## src/rtl/rg_pkg.sv

```systemverilog
package rg_pkg;

  localparam int LFSR_W = 32;

  typedef enum logic [1:0] {
    KIND_RD  = 2'd0,
    KIND_WR  = 2'd1,
    KIND_RMW = 2'd2,
    KIND_RD2 = 2'd3
  } kind_e;

  // Fibonacci form of x^32 + x^22 + x^2 + x + 1
  function automatic logic [LFSR_W-1:0] lfsr_next(input logic [LFSR_W-1:0] s);
    return {s[LFSR_W-2:0], s[31] ^ s[21] ^ s[1] ^ s[0]};
  endfunction

endpackage

```

## src/rtl/rg_addr_gen.sv

```systemverilog
module rg_addr_gen
  import rg_pkg::*;
#(
  parameter int ADDR_W  = 34,
  parameter int SIZE_W  = 3,
  parameter int ALIGN_W = 4
) (
  input  logic              clk,
  input  logic              rst_n,
  input  logic              load,
  input  logic [LFSR_W-1:0] seed,
  input  logic [ADDR_W-1:0] base,
  input  logic              advance,
  input  logic              linear,
  input  logic [SIZE_W-1:0] size_m1,
  input  logic [ADDR_W-1:0] and_mask,
  input  logic [ADDR_W-1:0] or_mask,
  output logic [ADDR_W-1:0] addr
);

  localparam int IGNORE_W = ADDR_W - LFSR_W;
  localparam logic [ADDR_W-1:0] KEEP =
    ((({ADDR_W{1'b1}}) >> IGNORE_W) >> ALIGN_W) << ALIGN_W;

  logic [LFSR_W-1:0] lfsr_q, lfsr_d;
  logic [ADDR_W-1:0] ptr_q, ptr_d;
  logic [ADDR_W-1:0] step;
  logic [ADDR_W-1:0] raw;
  logic              state_en;

  assign step     = ADDR_W'({1'b0, size_m1} + 1'b1) << ALIGN_W;
  assign state_en = load | advance;

  always_comb begin
    lfsr_d = lfsr_q;
    ptr_d  = ptr_q;
    if (load) begin
      lfsr_d = (seed == '0) ? LFSR_W'(1) : seed;
      ptr_d  = base;
    end else if (advance) begin
      lfsr_d = lfsr_next(lfsr_q);
      ptr_d  = ptr_q + step;
    end
  end

  always_ff @(posedge clk or negedge rst_n) begin
    if (!rst_n) begin
      lfsr_q <= LFSR_W'(1);
      ptr_q  <= '0;
    end else if (state_en) begin
      lfsr_q <= lfsr_d;
      ptr_q  <= ptr_d;
    end
  end

  assign raw  = linear ? ptr_q : ADDR_W'(lfsr_q);
  assign addr = ((raw & and_mask) | or_mask) & KEEP;

endmodule

```

## src/rtl/rg_tag_pool.sv

```systemverilog
module rg_tag_pool #(
  parameter  int NUM_TAGS = 8,
  localparam int TAG_W    = $clog2(NUM_TAGS)
) (
  input  logic             clk,
  input  logic             rst_n,
  input  logic [TAG_W:0]   limit,
  input  logic             alloc,
  input  logic             rel_valid,
  input  logic [TAG_W-1:0] rel_tag,
  output logic [TAG_W-1:0] tag,
  output logic             avail
);

  logic [NUM_TAGS-1:0] busy_q;
  logic [TAG_W-1:0]    ptr_q, ptr_d;
  logic [TAG_W:0]      cnt_q, cnt_d;
  logic                rel_hit;

  assign rel_hit = rel_valid & busy_q[rel_tag];

  for (genvar g = 0; g < NUM_TAGS; g++) begin : g_slot
    logic set_g, clr_g;
    assign set_g = alloc   & (ptr_q   == TAG_W'(g));
    assign clr_g = rel_hit & (rel_tag == TAG_W'(g));
    always_ff @(posedge clk or negedge rst_n) begin
      if (!rst_n)            busy_q[g] <= 1'b0;
      else if (set_g | clr_g) busy_q[g] <= set_g;
    end
  end

  always_comb begin
    ptr_d = (ptr_q == TAG_W'(NUM_TAGS - 1)) ? '0 : ptr_q + 1'b1;
    cnt_d = cnt_q;
    if (alloc && !rel_hit)      cnt_d = cnt_q + 1'b1;
    else if (!alloc && rel_hit) cnt_d = cnt_q - 1'b1;
  end

  always_ff @(posedge clk or negedge rst_n) begin
    if (!rst_n)     ptr_q <= '0;
    else if (alloc) ptr_q <= ptr_d;
  end

  always_ff @(posedge clk or negedge rst_n) begin
    if (!rst_n)                cnt_q <= '0;
    else if (alloc | rel_hit)  cnt_q <= cnt_d;
  end

  assign tag   = ptr_q;
  assign avail = (cnt_q < limit) & ~busy_q[ptr_q];

endmodule

```

## src/rtl/rg_run_ctrl.sv

```systemverilog
module rg_run_ctrl #(
  parameter int RUN_W = 16
) (
  input  logic             clk,
  input  logic             rst_n,
  input  logic             start,
  input  logic [RUN_W-1:0] run_cycles,
  input  logic             fire,
  input  logic             rmw_mode,
  output logic             load,
  output logic             issue_ok,
  output logic             pend_wr,
  output logic             active,
  output logic             done
);

  logic [RUN_W-1:0] rem_q, rem_d;
  logic             act_q, act_d;
  logic             done_q, done_d;
  logic             pend_q, pend_d;
  logic             run_end;

  assign load    = start & ~act_q;
  assign run_end = act_q & (rem_q == '0) & ~pend_q;

  always_comb begin
    rem_d  = rem_q;
    act_d  = act_q;
    done_d = done_q;
    pend_d = pend_q;
    if (load) begin
      rem_d  = run_cycles;
      act_d  = 1'b1;
      done_d = 1'b0;
      pend_d = 1'b0;
    end else if (act_q) begin
      if (rem_q != '0)      rem_d  = rem_q - 1'b1;
      if (fire && rmw_mode) pend_d = ~pend_q;
      if (run_end) begin
        act_d  = 1'b0;
        done_d = 1'b1;
      end
    end
  end

  always_ff @(posedge clk or negedge rst_n) begin
    if (!rst_n) begin
      rem_q  <= '0;
      act_q  <= 1'b0;
      done_q <= 1'b0;
      pend_q <= 1'b0;
    end else if (load | act_q) begin
      rem_q  <= rem_d;
      act_q  <= act_d;
      done_q <= done_d;
      pend_q <= pend_d;
    end
  end

  assign issue_ok = act_q & ((rem_q != '0) | pend_q);
  assign pend_wr  = pend_q;
  assign active   = act_q;
  assign done     = done_q;

endmodule

```

## src/rtl/rg_req_gen.sv

```systemverilog
module rg_req_gen
  import rg_pkg::*;
#(
  parameter  int ADDR_W   = 34,
  parameter  int SIZE_W   = 3,
  parameter  int RUN_W    = 16,
  parameter  int NUM_TAGS = 8,
  localparam int TAG_W    = $clog2(NUM_TAGS)
) (
  input  logic              clk,
  input  logic              rst_n,
  input  logic [1:0]        cfg_kind,
  input  logic              cfg_linear,
  input  logic [SIZE_W-1:0] cfg_size_m1,
  input  logic [ADDR_W-1:0] cfg_and_mask,
  input  logic [ADDR_W-1:0] cfg_or_mask,
  input  logic [31:0]       cfg_seed,
  input  logic [ADDR_W-1:0] cfg_base,
  input  logic [RUN_W-1:0]  cfg_run_cycles,
  input  logic [TAG_W:0]    cfg_tag_limit,
  input  logic              start,
  output logic              req_valid,
  input  logic              req_ready,
  output logic              req_write,
  output logic [ADDR_W-1:0] req_addr,
  output logic [SIZE_W-1:0] req_size_m1,
  output logic [TAG_W-1:0]  req_tag,
  input  logic              rsp_valid,
  input  logic [TAG_W-1:0]  rsp_tag,
  output logic              active,
  output logic              done
);

  kind_e             cap_kind;
  logic              cap_lin;
  logic [SIZE_W-1:0] cap_size;
  logic [ADDR_W-1:0] cap_and, cap_or;
  logic [TAG_W:0]    cap_limit;

  logic load, issue_ok, pend_wr, fire, advance, rmw_mode, tag_avail;

  always_ff @(posedge clk or negedge rst_n) begin
    if (!rst_n) begin
      cap_kind  <= KIND_RD;
      cap_lin   <= 1'b0;
      cap_size  <= '0;
      cap_and   <= '0;
      cap_or    <= '0;
      cap_limit <= '0;
    end else if (load) begin
      cap_kind  <= kind_e'(cfg_kind);
      cap_lin   <= cfg_linear;
      cap_size  <= cfg_size_m1;
      cap_and   <= cfg_and_mask;
      cap_or    <= cfg_or_mask;
      cap_limit <= cfg_tag_limit;
    end
  end

  assign rmw_mode  = (cap_kind == KIND_RMW);
  assign req_valid = issue_ok & tag_avail;
  assign fire      = req_valid & req_ready;
  assign advance   = fire & (~rmw_mode | pend_wr);
  assign req_write = (cap_kind == KIND_WR) | (rmw_mode & pend_wr);
  assign req_size_m1 = cap_size;

  rg_run_ctrl #(.RUN_W(RUN_W)) u_run (
    .clk        (clk),
    .rst_n      (rst_n),
    .start      (start),
    .run_cycles (cfg_run_cycles),
    .fire       (fire),
    .rmw_mode   (rmw_mode),
    .load       (load),
    .issue_ok   (issue_ok),
    .pend_wr    (pend_wr),
    .active     (active),
    .done       (done)
  );

  rg_addr_gen #(.ADDR_W(ADDR_W), .SIZE_W(SIZE_W), .ALIGN_W(4)) u_addr (
    .clk      (clk),
    .rst_n    (rst_n),
    .load     (load),
    .seed     (cfg_seed),
    .base     (cfg_base),
    .advance  (advance),
    .linear   (cap_lin),
    .size_m1  (cap_size),
    .and_mask (cap_and),
    .or_mask  (cap_or),
    .addr     (req_addr)
  );

  rg_tag_pool #(.NUM_TAGS(NUM_TAGS)) u_tags (
    .clk       (clk),
    .rst_n     (rst_n),
    .limit     (cap_limit),
    .alloc     (fire),
    .rel_valid (rsp_valid),
    .rel_tag   (rsp_tag),
    .tag       (req_tag),
    .avail     (tag_avail)
  );

endmodule

```

## config.mk

```make
export PLATFORM = sky130hd
export DESIGN_NAME = rg_req_gen
export DESIGN_NICKNAME = d
export VERILOG_FILES = /design/src/rtl/rg_pkg.sv /design/src/rtl/rg_addr_gen.sv /design/src/rtl/rg_tag_pool.sv /design/src/rtl/rg_run_ctrl.sv /design/src/rtl/rg_req_gen.sv
export SDC_FILE = /design/constraint.sdc
export NUM_CORES = 1
export LEC_CHECK = 0
export ABC_AREA = 1
export BUFFER_PORTS_ARGS = -buffer_cell sky130_fd_sc_hd__buf_2
export CAP_MARGIN = 20
export CORE_UTILIZATION = 45
export DETAILED_ROUTE_END_ITERATION = 8
export GPL_TIMING_DRIVEN = 0
export PLACE_DENSITY = 0.82
export SYNTH_ARGS = -nofsm -noshare
export SYNTH_HDL_FRONTEND = slang
export SYNTH_SLANG_ARGS = --single-unit
```

## constraint.sdc

```tcl
create_clock -name clk -period 2.7 [get_ports clk]
set_input_delay 0.81 -clock clk [delete_from_list [all_inputs] [get_ports clk]]
set_output_delay 0.81 -clock clk [all_outputs]
set_load 0.01 [all_outputs]
```

; ---- Word-level counts from Yosys, hierarchy flattened
; Index checks and enable logic that the tools add are counted.
[op_classes]
add_sub_neg = 6
magnitude_cmp = 3
n_eq_ne = 16
mux = 25
bitwise_logic = 49
reduce_logical = 21
[ops]
columns = op, n
row1 = $mux 32, 4
row2 = $mux 34, 2
row3 = $mux 16, 3
row4 = $add 34x8->34, 1
row5 = $and 32x32->32, 1
row6 = $logic_not 32->1, 1
row7 = $or 32x32->32, 1
row8 = $and 1x1->1, 26
row9 = $eq 3x3->1 const B, 8
row10 = $logic_not 16->1, 1
row11 = $reduce_bool 16->1, 1
row12 = $sub 16x1->16 const B, 1
row13 = $or 1x1->1, 14
row14 = $eq 3x2->1 const B, 4
row15 = $reduce_bool 2->1, 6
row16 = $mux 1, 11
row17 = $reduce_and 3->1, 3
row18 = $lt 3x4->1 const B, 2
row19 = $mux 4, 2
row20 = $bmux 1 s3, 2
row21 = $eq 3x1->1 const B, 2
row22 = $logic_not 3->1, 2
row23 = $add 3x1->4 const B, 1
row24 = $add 4x1->4 const B, 1
row25 = 11 further kinds, 20
[word_totals]
ff_bits = 174
inputBits = 168
output_inout_bits = 44
word_cells = 142

; ---- Longest topological paths before layout
[logic_depth]
depth_word = 10
depth_mapped = 18
ltp_nobuf = 18

; ---- By module
; From an unflattened synthesis, not the netlist that was laid out.
[unflattened]
hier_cells = 1290
area_unflattened_um2 = 9833.2
[by_module_without_submodules]
columns = module, n_inst, cells_each, area_per_inst_um2, seq_area_each_um2
row1 = rg_addr_gen, 1, 601, 4185.3, 1502.7
row2 = rg_req_gen, 1, 340, 3149.3, 1951.9
row3 = rg_run_ctrl, 1, 207, 1392.6, 475.5
row4 = rg_tag_pool, 1, 142, 1106.1, 375.4

; ---- Least setup slack after synthesis
; No wires, ideal clock.
[synth_path]
kind = input to register
startpoint = in rsp_tag[1]
endpoint = reg u_tags.cnt_q[3]
setup_ps = 122
arrival_time_ps = 2653
setup_slack_ps = -76
stages = 17
cell_sequence = inv_1 > nor2_1 > nand2_1 > o21a_1 > nand3_1 > inv_1 > a21oi_1 > o21ai_0 > ha_1 > inv_1 > ha_1 > a21o_1 > a21oi_1 > nor2_1 > nor2_1 > nand2_1 > xnor2_1
[synth_via]
elab_chain_len = 7
elab_cells_between_ends = 10
[synth_rtl]
columns = item, line
row1 = from (decl), rg_req_gen.sv:29  ; input logic [TAG_W-1:0] rsp_tag,
row2 = $bmux 1 s3 *, rg_tag_pool.sv:20  ; assign rel_hit = rel_valid & busy_q[rel_tag];
row3 = $mux 1 (implied by the code) *, rg_tag_pool.sv:20
row4 = $and 1x1->1 *, rg_tag_pool.sv:20
row5 = $logic_not 1->1, rg_tag_pool.sv:35  ; if (alloc && !rel_hit) cnt_d = cnt_q + 1'b1;
row6 = $logic_and 1x1->1, rg_tag_pool.sv:35
row7 = $reduce_bool 2->1 (no source line), -
row8 = $reduce_and 2->1 (no source line), -
row9 = to (signal assigned), rg_tag_pool.sv:46  ; else if (alloc | rel_hit) cnt_q <= cnt_d;
row10 = to (decl), rg_tag_pool.sv:17  ; logic [TAG_W:0] cnt_q, cnt_d;
; Every way passes the cells marked *; elsewhere a longest branch is shown, timed or not. The select of a mux whose other input is x is not followed.
; A chain may end at the register's enable or synchronous reset.

; ---- Final worst setup path
[layout_path]
startpoint = reg cap_lin
endpoint = out req_addr[30]
[layout_via]
elab_chain_len = 3
[layout_rtl]
columns = item, line
row1 = from (decl), rg_req_gen.sv:35  ; logic cap_lin;
row2 = from (signal assigned), rg_req_gen.sv:52  ; cap_lin <= cfg_linear;
row3 = $mux 32, rg_addr_gen.sv:56  ; assign raw = linear ? ptr_q : ADDR_W'(lfsr_q);
row4 = $and 32x32->32, rg_addr_gen.sv:57  ; assign addr = ((raw & and_mask) | or_mask) & KEEP;
row5 = $or 32x32->32, rg_addr_gen.sv:57
row6 = to (decl), rg_req_gen.sv:25  ; output logic [ADDR_W-1:0] req_addr,
; Every way passes these cells.

==> impl_metrics.json <==
{
  "switchingPower_mw": 3.37,
  "via_per_inst": 5.24,
  "timing_worst_setup_path_type": "register to output pin",
  "syn_inst": 1350,
  "min_path_type": "input port to async pin",
  "reg2regPathDepth": 18,
  "clk_latency_ns": 0.43,
  "fin_crit_ns": 2.63,
  "ios": 212,
  "path_depth": 6,
  "fin_cells": 1860,
  "cts-hold-fix-buffers": 0,
  "die_x_um": 147,
  "finalSetupViolCount": 0,
  "grt_overflow": 0,
  "synth_edf_count": 0,
  "final_nets": 1765,
  "dr.first_iter.drc_count": 904,
  "gp_congestion": 0.935,
  "clkPwrFrac": 0.284,
  "htreeDepth": 4,
  "fin_skew_ns": 0.0107,
  "post-route-util": 0.569,
  "synth_flop_cell": "dfrtp_1",
  "async_reset_ff_frac": 1.00,
  "p_int_mw": 5.68,
  "dp_cells": 1812,
  "synth-seq-area-share": 0.425,
  "ys_types": 42,
  "p_leak_nw": 6.12,
  "hold_violations": 0,
  "maxCapViolCount": 0,
  "cp_slowest_cell": "dfrtp_1",
  "layout-drive-gt1-share": 0.191,
  "cp-end-kind": "output pin",
  "critical-path-top-delay-family": "buffers and inverters",
  "startpoint_type": "register",
  "cp_max_fo": 10,
  "synth_top_area_share": 0.422,
  "die_area_mm2": 0.0215,
  "design_area_mm2": 0.0116,
  "cts.reportedPaths.clkPinSlew_ns": 0.06,
  "num_rows": 52,
  "yosys-top-cells-area": "dfrtp_1 (42%), nand2_1 (22%), nand3_1 (6.1%), nor2_1 (4.1%), inv_1 (3.9%)",
  "drc": 0,
  "slowest_delay_ns": 0.34,
  "drv_slew": 0,
  "buffer_ports.inserted": 186,
  "tightest_slew_ns": 0.784,
  "dr.pass1.iters": 5,
  "ys_seq_elements": 160,
  "required_ns": 1.89,
  "die_y_um": 147,
  "crit_buf_inv": 4,
  "cp_cell_sequence": "inv_1, clkbuf_2, buf_4, nor2_1, o21bai_1, buf_2",
  "vdd_drop_max_uv": 434,
  "placed_cell_area_mm2": 0.0108,
  "combinationalPowerShare": 0.337,
  "syn_avg_cell_area_um2": 6.98,
  "slew_headroom": 0.477,
  "syn_to_final_growth_pct": 23.1,
  "p_per_area_mw_per_mm2": 780,
  "antenna_found_initial": 1,
  "grt_pass1_wl_um": 47200,
  "arrival_ns": 1.82,
  "fin_crit_sh": 0.973,
  "drt_wl_total_um": 30000,
  "max_freq_ghz": 0.381,
  "avgRoutedWirePerCell_um": 16.1,
  "cts_buffer_depth": 2,
  "vias": 9744,
  "yosys_warnings": 0,
  "grt_max_degree": 124,
  "cts_sinks": 160,
  "cts_inserted_buffers": 17,
  "swShare": 0.372,
  "hpwlAfterDp_um": 22500,
  "antenna_left": 0,
  "synth_top_area_cell": "dfrtp_1",
  "grt_pass1_vias": 9135,
  "syn_area_mm2": 0.00942,
  "status": "complete, no violations",
  "seqPwrFrac": 0.379,
  "grtUsageTotal": 0.282,
  "initial_core_util": 0.463,
  "core_mm2": 0.0204,
  "root_buffer": "clkbuf_16",
  "tritoncts": "yes"
}
registers in the layout, indices dropped and copies added, names as in the netlist:
name and cells:
u_tags.cnt_q 4, u_addr.lfsr_q 32, cap_or 28, u_tags.busy_q 8, u_run.rem_q 16, cap_and 28
cap_kind 2, u_tags.tag 3, u_run.done 1, cap_lin 1, u_run.pend_wr 1, req_size_m1 3
u_run.active 1, u_addr.ptr_q 28, cap_limit 4
cell type report:
cell class	count	area, um2
diodes	1	2.50
repair buffers	202	1090
flip-flops and latches	160	4010
well taps	270	338
fillers	1897	8770
clock buffers	19	443
clock inverters	13	175
inverters	106	400
multi-input cells	1024	4800
plain buffers	65	335
path summary, 6_finish.rpt:
check	from	to	slack, ns
max	cap_lin$_DFFE_PN0P_	req_addr[30]	0.07
min	rst_n	u_run.rem_q[7]$_DFFE_PN0P_	0.26
max reg2reg	u_tags.tag[0]$_DFFE_PN0P_	u_tags.cnt_q[3]$_DFFE_PN0P_	0.15
min reg2reg	cap_or[14]$_DFFE_PN0P_	cap_or[14]$_DFFE_PN0P_	0.47
max in group asynchronous	rst_n	cap_or[11]$_DFFE_PN0P_	1.51
min in group clk	cap_or[14]$_DFFE_PN0P_	cap_or[14]$_DFFE_PN0P_	0.47
cell usage in the layout, fill, tap and decap left out, types with 3 or more instances in the layout:
| master | Yosys | layout |
|---|---|---|
| nand3_1 | 114 | 112 |
| nor2_2 | 5 | 5 |
| buf_1 | 6 | 6 |
| a22oi_1 | 4 | 4 |
| nand4_1 | 18 | 18 |
| xor2_1 | 6 | 6 |
| o211ai_1 | 7 | 7 |
| buf_2 | 12 | 198 |
| inv_1 | 99 | 96 |
| conb_1 | 1 | 6 |
| buf_6 | 6 | 6 |
| clkbuf_16 | 0 | 17 |
| clkbuf_1 | 35 | 31 |
| xnor2_1 | 7 | 7 |
| o21bai_1 | 26 | 26 |
| or2_1 | 3 | 3 |
| nand3b_1 | 3 | 3 |
| a31oi_1 | 4 | 4 |
| buf_4 | 6 | 21 |
| a21oi_1 | 11 | 9 |
| ha_1 | 19 | 17 |
| o21ai_0 | 61 | 60 |
| clkbuf_2 | 0 | 3 |
| nor2_4 | 1 | 5 |
| inv_6 | 0 | 4 |
| nand2_1 | 559 | 556 |
| inv_2 | 7 | 9 |
| clkinv_4 | 0 | 3 |
| nor2_1 | 103 | 99 |
| nand2_2 | 1 | 4 |
| or2_2 | 3 | 3 |
| bufinv_16 | 0 | 3 |
| dfrtp_1 | 159 | 157 |
| o21ai_1 | 48 | 49 |
Yosys cell counts, types with 4 or more instances:
library cell  number
buf_6              6
nor2_2             5
buf_1              6
nand3_1          114
xor2_1             6
a22oi_1            4
o21ai_1           48
inv_2              7
clkbuf_1          35
o211ai_1           7
ha_1              19
buf_4              6
nand4_1           18
a21oi_1           11
dfrtp_1          159
o21ai_0           61
xnor2_1            7
a31oi_1            4
buf_2             12
o21bai_1          26
nor2_1           103
inv_1             99
nand2_1          559
cells by family (layout without fill, tap and decap cells):
kind of cell / Yosys count / count (layout) / synth area share
other: 1 / 7 / 0.000398
buffers and inverters: 171 / 405 / 0.0769
adder cells (fa/ha/maj): 21 / 21 / 0.0295
XOR/XNOR: 13 / 13 / 0.0121
multiplexers: 1 / 1 / 0.00120
AO/OA/AOI/OAI: 167 / 167 / 0.101
flip-flops: 160 / 160 / 0.425
AND/OR/NAND/NOR: 816 / 816 / 0.354
stage by stage:
stage                     total power, mW  setup TNS (ns)  setup slack, ns  hold slack [ns]
after global placement               5.97         -265.60            -1.68            0.448
after floorplan                      5.23               0          0.00920            0.436
after detailed placement             6.10          -0.351           -0.278            0.453
final                                9.05               0           0.0724            0.261
after CTS                            8.76               0          0.00696            0.261
after global routing                 9.58         -0.0650          -0.0594            0.273
per-layer routing:
metal,wire [um],global-route usage,vias up,share of wire
met5,0,0,-,0
met4,1290,0.128,0,0.043
met3,1900,0.0406,83,0.063
met2,13900,0.453,431,0.46
met1,12900,0.378,4496,0.43
li1,-,-,4734,-
power by group through the flow:
stage / combinational [mW] / clock (mW) / sequential (mW)
4_1_cts: 2.81 / 2.58 / 3.37
2_1_floorplan: 1.95 / 0 / 3.27
6_report: 3.05 / 2.57 / 3.43
3_5_place_dp: 2.69 / 0 / 3.41
3_3_place_gp: 2.59 / 0 / 3.39
5_1_grt: 3.40 / 2.69 / 3.49
repair_timing:
item | in CTS | in global routing
endpoints found under the hold margin | 0 | 0
gates resized for setup | 7 | 25
setup buffers | 3 | 12
pin swaps | 0 | 4
endpoints found under the setup margin | 22 | 6
Note: power is estimated with default switching activity, not from simulation.
